`config.mk`:
```
export PLATFORM = sky130hd
export DESIGN_NAME = trig_router
export DESIGN_NICKNAME = d
export VERILOG_FILES = /design/src/rtl/trig_rt_pkg.sv /design/src/rtl/trig_rst_sync.sv /design/src/rtl/trig_cfg_reg.sv /design/src/rtl/trig_lane.sv /design/src/rtl/trig_router.sv
export SDC_FILE = /design/constraint.sdc
export NUM_CORES = 1
export LEC_CHECK = 0
export BUFFER_PORTS_ARGS = -buffer_cell sky130_fd_sc_hd__buf_2
export CAP_MARGIN = 20
export CORE_UTILIZATION = 37
export DETAILED_ROUTE_END_ITERATION = 6
export PLACE_DENSITY = 0.82
export REMOVE_ABC_BUFFERS = 1
export SYNTH_ARGS = -nofsm -noshare
export SYNTH_HDL_FRONTEND = slang
export SYNTH_SLANG_ARGS = --single-unit
```
`constraint.sdc`:
```
create_clock -name clk -period 1.1 [get_ports clk]
set_clock_uncertainty 0.05 [all_clocks]
set_input_delay 0.11 -clock clk [delete_from_list [all_inputs] [get_ports clk]]
set_output_delay 0.11 -clock clk [all_outputs]
set_load 0.005 [all_outputs]
```
`src/rtl/trig_rt_pkg.sv`:
```
package trig_rt_pkg;

  typedef enum logic [1:0] {
    ROUTE_OFF   = 2'd0,
    ROUTE_BP2XP = 2'd1,
    ROUTE_XP2BP = 2'd2
  } route_e;

  function automatic route_e route_of(input logic conn, input logic dir);
    if (!conn)      return ROUTE_OFF;
    else if (!dir)  return ROUTE_BP2XP;
    else            return ROUTE_XP2BP;
  endfunction

endpackage

```
`src/rtl/trig_rst_sync.sv`:
```
module trig_rst_sync #(
  parameter int STAGES = 2
) (
  input  logic clk,
  input  logic rst_n,
  output logic rst_sync_n
);
  logic [STAGES-1:0] chain_q;
  logic [STAGES-1:0] chain_d;

  always_comb chain_d = {chain_q[STAGES-2:0], 1'b1};

  always_ff @(posedge clk or negedge rst_n) begin
    if (!rst_n) chain_q <= '0;
    else        chain_q <= chain_d;
  end

  assign rst_sync_n = chain_q[STAGES-1];
endmodule

```
`src/rtl/trig_cfg_reg.sv`:
```
module trig_cfg_reg #(
  parameter int          LINES      = 8,
  parameter int          ADDR_W     = 8,
  parameter logic [ADDR_W-1:0] CFG_OFFSET = 8'h14,
  localparam int         CFG_W      = 2 * LINES
) (
  input  logic              clk,
  input  logic              rst_n,
  input  logic [ADDR_W-1:0] bus_addr,
  input  logic              bus_wr,
  input  logic              bus_rd,
  input  logic [CFG_W-1:0]  bus_wdata,
  output logic [CFG_W-1:0]  bus_rdata,
  output logic [LINES-1:0]  conn,
  output logic [LINES-1:0]  dir
);
  logic             hit;
  logic             load_en;
  logic [CFG_W-1:0] cfg_q;
  logic [CFG_W-1:0] cfg_d;

  always_comb begin
    hit     = (bus_addr == CFG_OFFSET);
    load_en = hit && bus_wr;
    cfg_d   = load_en ? bus_wdata : cfg_q;
  end

  always_ff @(posedge clk or negedge rst_n) begin
    if (!rst_n) cfg_q <= '0;
    else        cfg_q <= cfg_d;
  end

  always_comb begin
    bus_rdata = (hit && bus_rd) ? cfg_q : '0;
    conn      = cfg_q[CFG_W-1:LINES];
    dir       = cfg_q[LINES-1:0];
  end
endmodule

```
`src/rtl/trig_lane.sv`:
```
module trig_lane
  import trig_rt_pkg::*;
(
  input  logic conn,
  input  logic dir,
  input  logic bp_in,
  input  logic xp_in,
  output logic bp_out,
  output logic bp_oe,
  output logic xp_out,
  output logic xp_oe
);
  route_e mode;

  always_comb begin
    mode   = route_of(conn, dir);
    bp_out = 1'b0;
    bp_oe  = 1'b0;
    xp_out = 1'b0;
    xp_oe  = 1'b0;
    unique case (mode)
      ROUTE_BP2XP: begin
        xp_out = bp_in;
        xp_oe  = 1'b1;
      end
      ROUTE_XP2BP: begin
        bp_out = xp_in;
        bp_oe  = 1'b1;
      end
      default: ;
    endcase
  end
endmodule

```
`src/rtl/trig_router.sv`:
```
module trig_router #(
  parameter int          LINES      = 8,
  parameter int          ADDR_W     = 8,
  parameter logic [ADDR_W-1:0] CFG_OFFSET = 8'h14,
  localparam int         CFG_W      = 2 * LINES
) (
  input  logic              clk,
  input  logic              rst_n,
  input  logic [ADDR_W-1:0] bus_addr,
  input  logic              bus_wr,
  input  logic              bus_rd,
  input  logic [CFG_W-1:0]  bus_wdata,
  output logic [CFG_W-1:0]  bus_rdata,
  input  logic [LINES-1:0]  bp_in,
  output logic [LINES-1:0]  bp_out,
  output logic [LINES-1:0]  bp_oe,
  input  logic [LINES-1:0]  xp_in,
  output logic [LINES-1:0]  xp_out,
  output logic [LINES-1:0]  xp_oe
);
  logic             rst_sync_n;
  logic [LINES-1:0] conn;
  logic [LINES-1:0] dir;

  trig_rst_sync #(.STAGES(2)) u_rst (
    .clk        (clk),
    .rst_n      (rst_n),
    .rst_sync_n (rst_sync_n)
  );

  trig_cfg_reg #(
    .LINES      (LINES),
    .ADDR_W     (ADDR_W),
    .CFG_OFFSET (CFG_OFFSET)
  ) u_cfg (
    .clk       (clk),
    .rst_n     (rst_sync_n),
    .bus_addr  (bus_addr),
    .bus_wr    (bus_wr),
    .bus_rd    (bus_rd),
    .bus_wdata (bus_wdata),
    .bus_rdata (bus_rdata),
    .conn      (conn),
    .dir       (dir)
  );

  for (genvar n = 0; n < LINES; n++) begin : g_lane
    trig_lane u_lane (
      .conn   (conn[n]),
      .dir    (dir[n]),
      .bp_in  (bp_in[n]),
      .xp_in  (xp_in[n]),
      .bp_out (bp_out[n]),
      .bp_oe  (bp_oe[n]),
      .xp_out (xp_out[n]),
      .xp_oe  (xp_oe[n])
    );
  end
endmodule

```
== Word-level counts from Yosys, hierarchy flattened ==
Index checks and enable logic that the tools add are counted.

* Memory bits (read-only): 0
* Latch bits: 0
* Bits in registers: 18
* Input port bits: 44
* Memories: 0
* Memory bits (writable): 0

* Shifts and indexed selects: 0
* Bitwise logic cells: 0
* $add $sub $neg: 0
* Divide/modulo/power cells: 0
* Reductions and logical operators: 2
* $mul: 0
* Eq/ne operators: 17
* Order comparisons: 0
* Muxes and demuxes: 49

{| class="wikitable"
|+ Operators with widths
! kind !! count
|-
| $mux 1 || 32
|-
| $mux 2 || 16
|-
| $eq 2x1->1 const B || 8
|-
| $eq 2x2->1 const B || 8
|-
| $mux 16 || 1
|-
| $eq 8x5->1 const B || 1
|-
| $logic_and 1x1->1 || 2
|}

== Depth between registers and ports, before layout ==
* Depth in word-level cells: 4
* Mapped depth: 4
* Depth with buffers taken out: 3

== Hierarchy ==
A second synthesis with hierarchy kept.

* Cells, all modules: 89
* Area total of the unflattened synthesis: 1131.1 µm²

{| class="wikitable"
|+ Modules (own cells, without submodules)
! module !! times used !! cells an instance !! seq. area each (µm²) !! area each (µm²)
|-
| trig_cfg_reg || 1 || 54 || 400.4 || 807.0
|-
| trig_lane || 8 || 4 || 0.0 || 33.8
|-
| trig_rst_sync || 1 || 3 || 50.0 || 53.8
|}

== Worst setup path before layout ==
No wires, ideal clock.

* Path kind: input to register
* Start: input port bus_addr[7]
* End: register u_cfg.cfg_q[10]
* Arrival time: 1.032 ns
* Path buffers: 1
* Setup slack: -0.107 ns
* Cell stages on the path: 4
* Path through: nor4_4 > nand3_4 > buf_6 > mux2_4

* Word-level cells in the longest chain between the ends: 2

{| class="wikitable"
|+ RTL lines
! what !! RTL line !! RTL
|-
| start: declaration || trig_router.sv:9 || <nowiki>input logic [ADDR_W-1:0] bus_addr,</nowiki>
|-
| $eq 8x5->1 || trig_cfg_reg.sv:23 || <nowiki>hit = (bus_addr == CFG_OFFSET);</nowiki>
|-
| $logic_and 1x1->1 || trig_cfg_reg.sv:24 || <nowiki>load_en = hit && bus_wr;</nowiki>
|-
| end signal: assignment || trig_cfg_reg.sv:30 || <nowiki>else cfg_q <= cfg_d;</nowiki>
|-
| end: declaration || trig_cfg_reg.sv:19 || <nowiki>logic [CFG_W-1:0] cfg_q;</nowiki>
|}

Every way passes these cells.
A chain may end at the register's enable or synchronous reset.

== Worst setup path after layout ==
* Start: input port bus_addr[6]
* End: output port bus_rdata[1]

* Word-level cells in the longest chain between the ends: 3

{| class="wikitable"
|+ RTL lines
! what !! RTL line !! RTL
|-
| $eq 8x5->1 || trig_cfg_reg.sv:23 ||
|-
| $logic_and 1x1->1 || trig_cfg_reg.sv:34 || <nowiki>bus_rdata = (hit && bus_rd) ? cfg_q : '0;</nowiki>
|-
| $mux 16 || trig_cfg_reg.sv:34 ||
|-
| end: declaration || trig_router.sv:13 || <nowiki>output logic [CFG_W-1:0] bus_rdata,</nowiki>
|}

Every way passes these cells.

==> qor.yml <==
cts_inserted_buffers: 3
setup_ws_ns: -0.198
slew_viol_final: 0
core-area_sq_um: 3340
die_area_sq_um: 3720
grt_use_met3_pct: 3.62
rsz0062_at_grt: "yes"
place_congestion: 0.656
multiInputGateArea_sq_um: 741
ctsLongestPathBuffers: 2
clkSlewWorstSetupHoldPaths_ns: 0.11
grt_pass1_wl_mm: 4.64
drt_iter0_drc: 33
status: "finished with violations"
min_path_type: "input pin to asynchronous set/reset pin"
area_growth_pct: 77.8
cts_root_buf: "clkbuf_4"
route.detailed.drc: 0
end_kind: "output port"
grt_pass1_vias: 1049
ir_worst_vdd_uv: 420
critPathRequiredTime_ns: 0.94
cts_sinks: 18
period_needed_ns: 1.30
start_kind: "input pin"
grt_use_met2_pct: 33.6
ant_nets: 0
hold_violations: 0
syn_avg_cell_area_sq_um: 10.6
r2r-end: "u_cfg.cfg_q[8]"
antennaDiodeCount: 0
seq_area_frac_synth_pct: 35.0
fmax_ghz: 0.771
cts_max_level: 1
firstDrtPassIters: 3
p_per_area_nw_per_um2: 644
tns_ns: -6.81
rrSetupSlack_ns: 0.03
numPortBuffers: 91
leakagePower_nw: 1.23
vias_per_cell: 4.39
critPathKind: "input pin to output port"
synth-seq-cells: 18
wl_per_cell_microns: 14.0
arrival_ns: 1.14
rows: 21
yosysWarnings: 0
num-nets-final: 263
start_util_pct: 38.6
gr-max-usage-layer: "met2"
crit-reg2reg-launch: "u_cfg.cfg_q[8]"
violations: "negative setup slack"
grt_usage_pct: 17.8
synth.distinct_cells: 14
maxCapViolCount: 0
grt_use_met1_pct: 19.9
cts_tree: "built"
overflow: 0
grt_max_degree: 17
die_x_microns: 61.0
routed_wirelength_mm: 3.71
seq_area_sq_um: 458
grt_antenna_before_repair: 0
vias: 1159
cp_max_fo: 8
synthCells: 121
synth_area_sq_um: 1290
preCtsSetupSlack_ns: -0.315
setup_viol: 48
period_share_pct: 118
n_fill_cell: 258
clock_latency_ns: 0.29
drive_gt1_share_pct: 80.7
worst_r2r_path_depth: 3
ios: 92
dieHeight_microns: 61.0
==> how the worst max path moves through the flow <==
stage,endpoint,depth (start not counted),startpoint
5_1_grt,xp_out[2],3,u_cfg.cfg_q[10]
6_report,bus_rdata[1],6,bus_addr[6]
3_3_place_gp,bus_rdata[10],5,bus_addr[7]
2_1_floorplan,u_cfg.cfg_q[10],3,bus_addr[7]
4_1_cts,bus_rdata[7],6,bus_addr[0]
3_5_place_dp,bus_rdata[7],5,bus_addr[7]
==> per-layer routing <==
layer | vias to the layer above | part of all wire, %
met2 | 50 | 55
met3 | 2 | 5.0
met5 | - | 0
met1 | 550 | 40
li1 | 557 | -
met4 | 0 | 0.22
==> critical path: stages <==
cell    delay [ns]
buf_6         0.09
nor4_4        0.24
buf_4         0.18
and3_4        0.26
and2_4        0.16
buf_6         0.09
==> layout by cell type, fill, tap and decap left out <==
| cell | netlist | final |
|---|---|---|
| dfrtp_1 | 18 | 12 |
| dlygate4sd3_1 | 0 | 17 |
| and3_1 | 8 | 2 |
| nand3_4 | 1 | 1 |
| conb_1 | 1 | 1 |
| nor2b_4 | 0 | 8 |
| buf_2 | 0 | 60 |
| and3_4 | 0 | 8 |
| mux2_2 | 6 | 6 |
| dfrtp_2 | 0 | 6 |
| and2_1 | 32 | 10 |
| and4bb_2 | 1 | 1 |
| clkbuf_4 | 0 | 3 |
| buf_4 | 32 | 9 |
| and2_4 | 0 | 22 |
| nor4_4 | 1 | 1 |
| buf_12 | 0 | 1 |
| clkbuf_8 | 0 | 1 |
| buf_6 | 1 | 39 |
| mux2_4 | 10 | 10 |
==> cell families after synthesis <==
| family | after synthesis | synth area share (%) |
|---|---|---|
| other | 1 | 0.291 |
| buffers and inverters | 34 | 19.9 |
| muxes | 16 | 16.9 |
| DFF | 18 | 35.0 |
| and+or+nand+nor | 52 | 27.9 |
==> timing repair <==
action                     4_1_cts  5_1_grt
resized for setup               34       57
setup endpoints to repair       48       48
setup buffers                   13        3
hold buffers                    16        1
hold endpoints to repair        17        1
cloned                           1        0
pin swaps                       24       15
==> state kept, by name, summed over array words and instances, names as in the netlist <==
signal         cells
u_cfg.cfg_q       16
u_rst.chain_q      2
==> per-stage QoR <==
stage          cells  util (%)  hold WS, ns  total power [mW]  area (sq um)
2_1_floorplan     87         -       -0.236             0.799          1030
3_3_place_gp     226      47.1       -0.153             0.911          1570
3_5_place_dp     226      47.1       -0.153             0.918          1570
4_1_cts          260      60.5      0.00453              1.44          2020
5_1_grt          264      68.6       0.0503              1.56          2290
6_report         264      68.6       0.0655              1.47          2290
==> cells in the mapped netlist, drive strengths merged <==
| cell | number | area share (%) |
|---|---|---|
| and4bb | 1 | 0.97 |
| nand3 | 1 | 1.4 |
| nor4 | 1 | 1.7 |
| mux2 | 16 | 17 |
| and2 | 32 | 16 |
| clkbuf | 1 | 0.39 |
| dfrtp | 18 | 35 |
| and3 | 9 | 4.5 |
| nor2b | 8 | 3.9 |
| buf | 33 | 20 |
| conb | 1 | 0.29 |
==> final cells by class <==
| type | instances | share of cell area [%] |
|---|---|---|
| multi-input cells | 70 | 32.3 |
| well taps | 46 | 2.51 |
| flip-flops and latches | 18 | 20.0 |
| repair buffers | 126 | 43.6 |
| clock buffers | 4 | 1.58 |
==> power breakdown <==
group | switching (mW) | total (mW) | internal [mW]
clock network | 0.211 | 0.412 | 0.201
logic | 0.0962 | 0.323 | 0.227
registers | 0.0444 | 0.739 | 0.695
(Power assumes the default switching activity.)
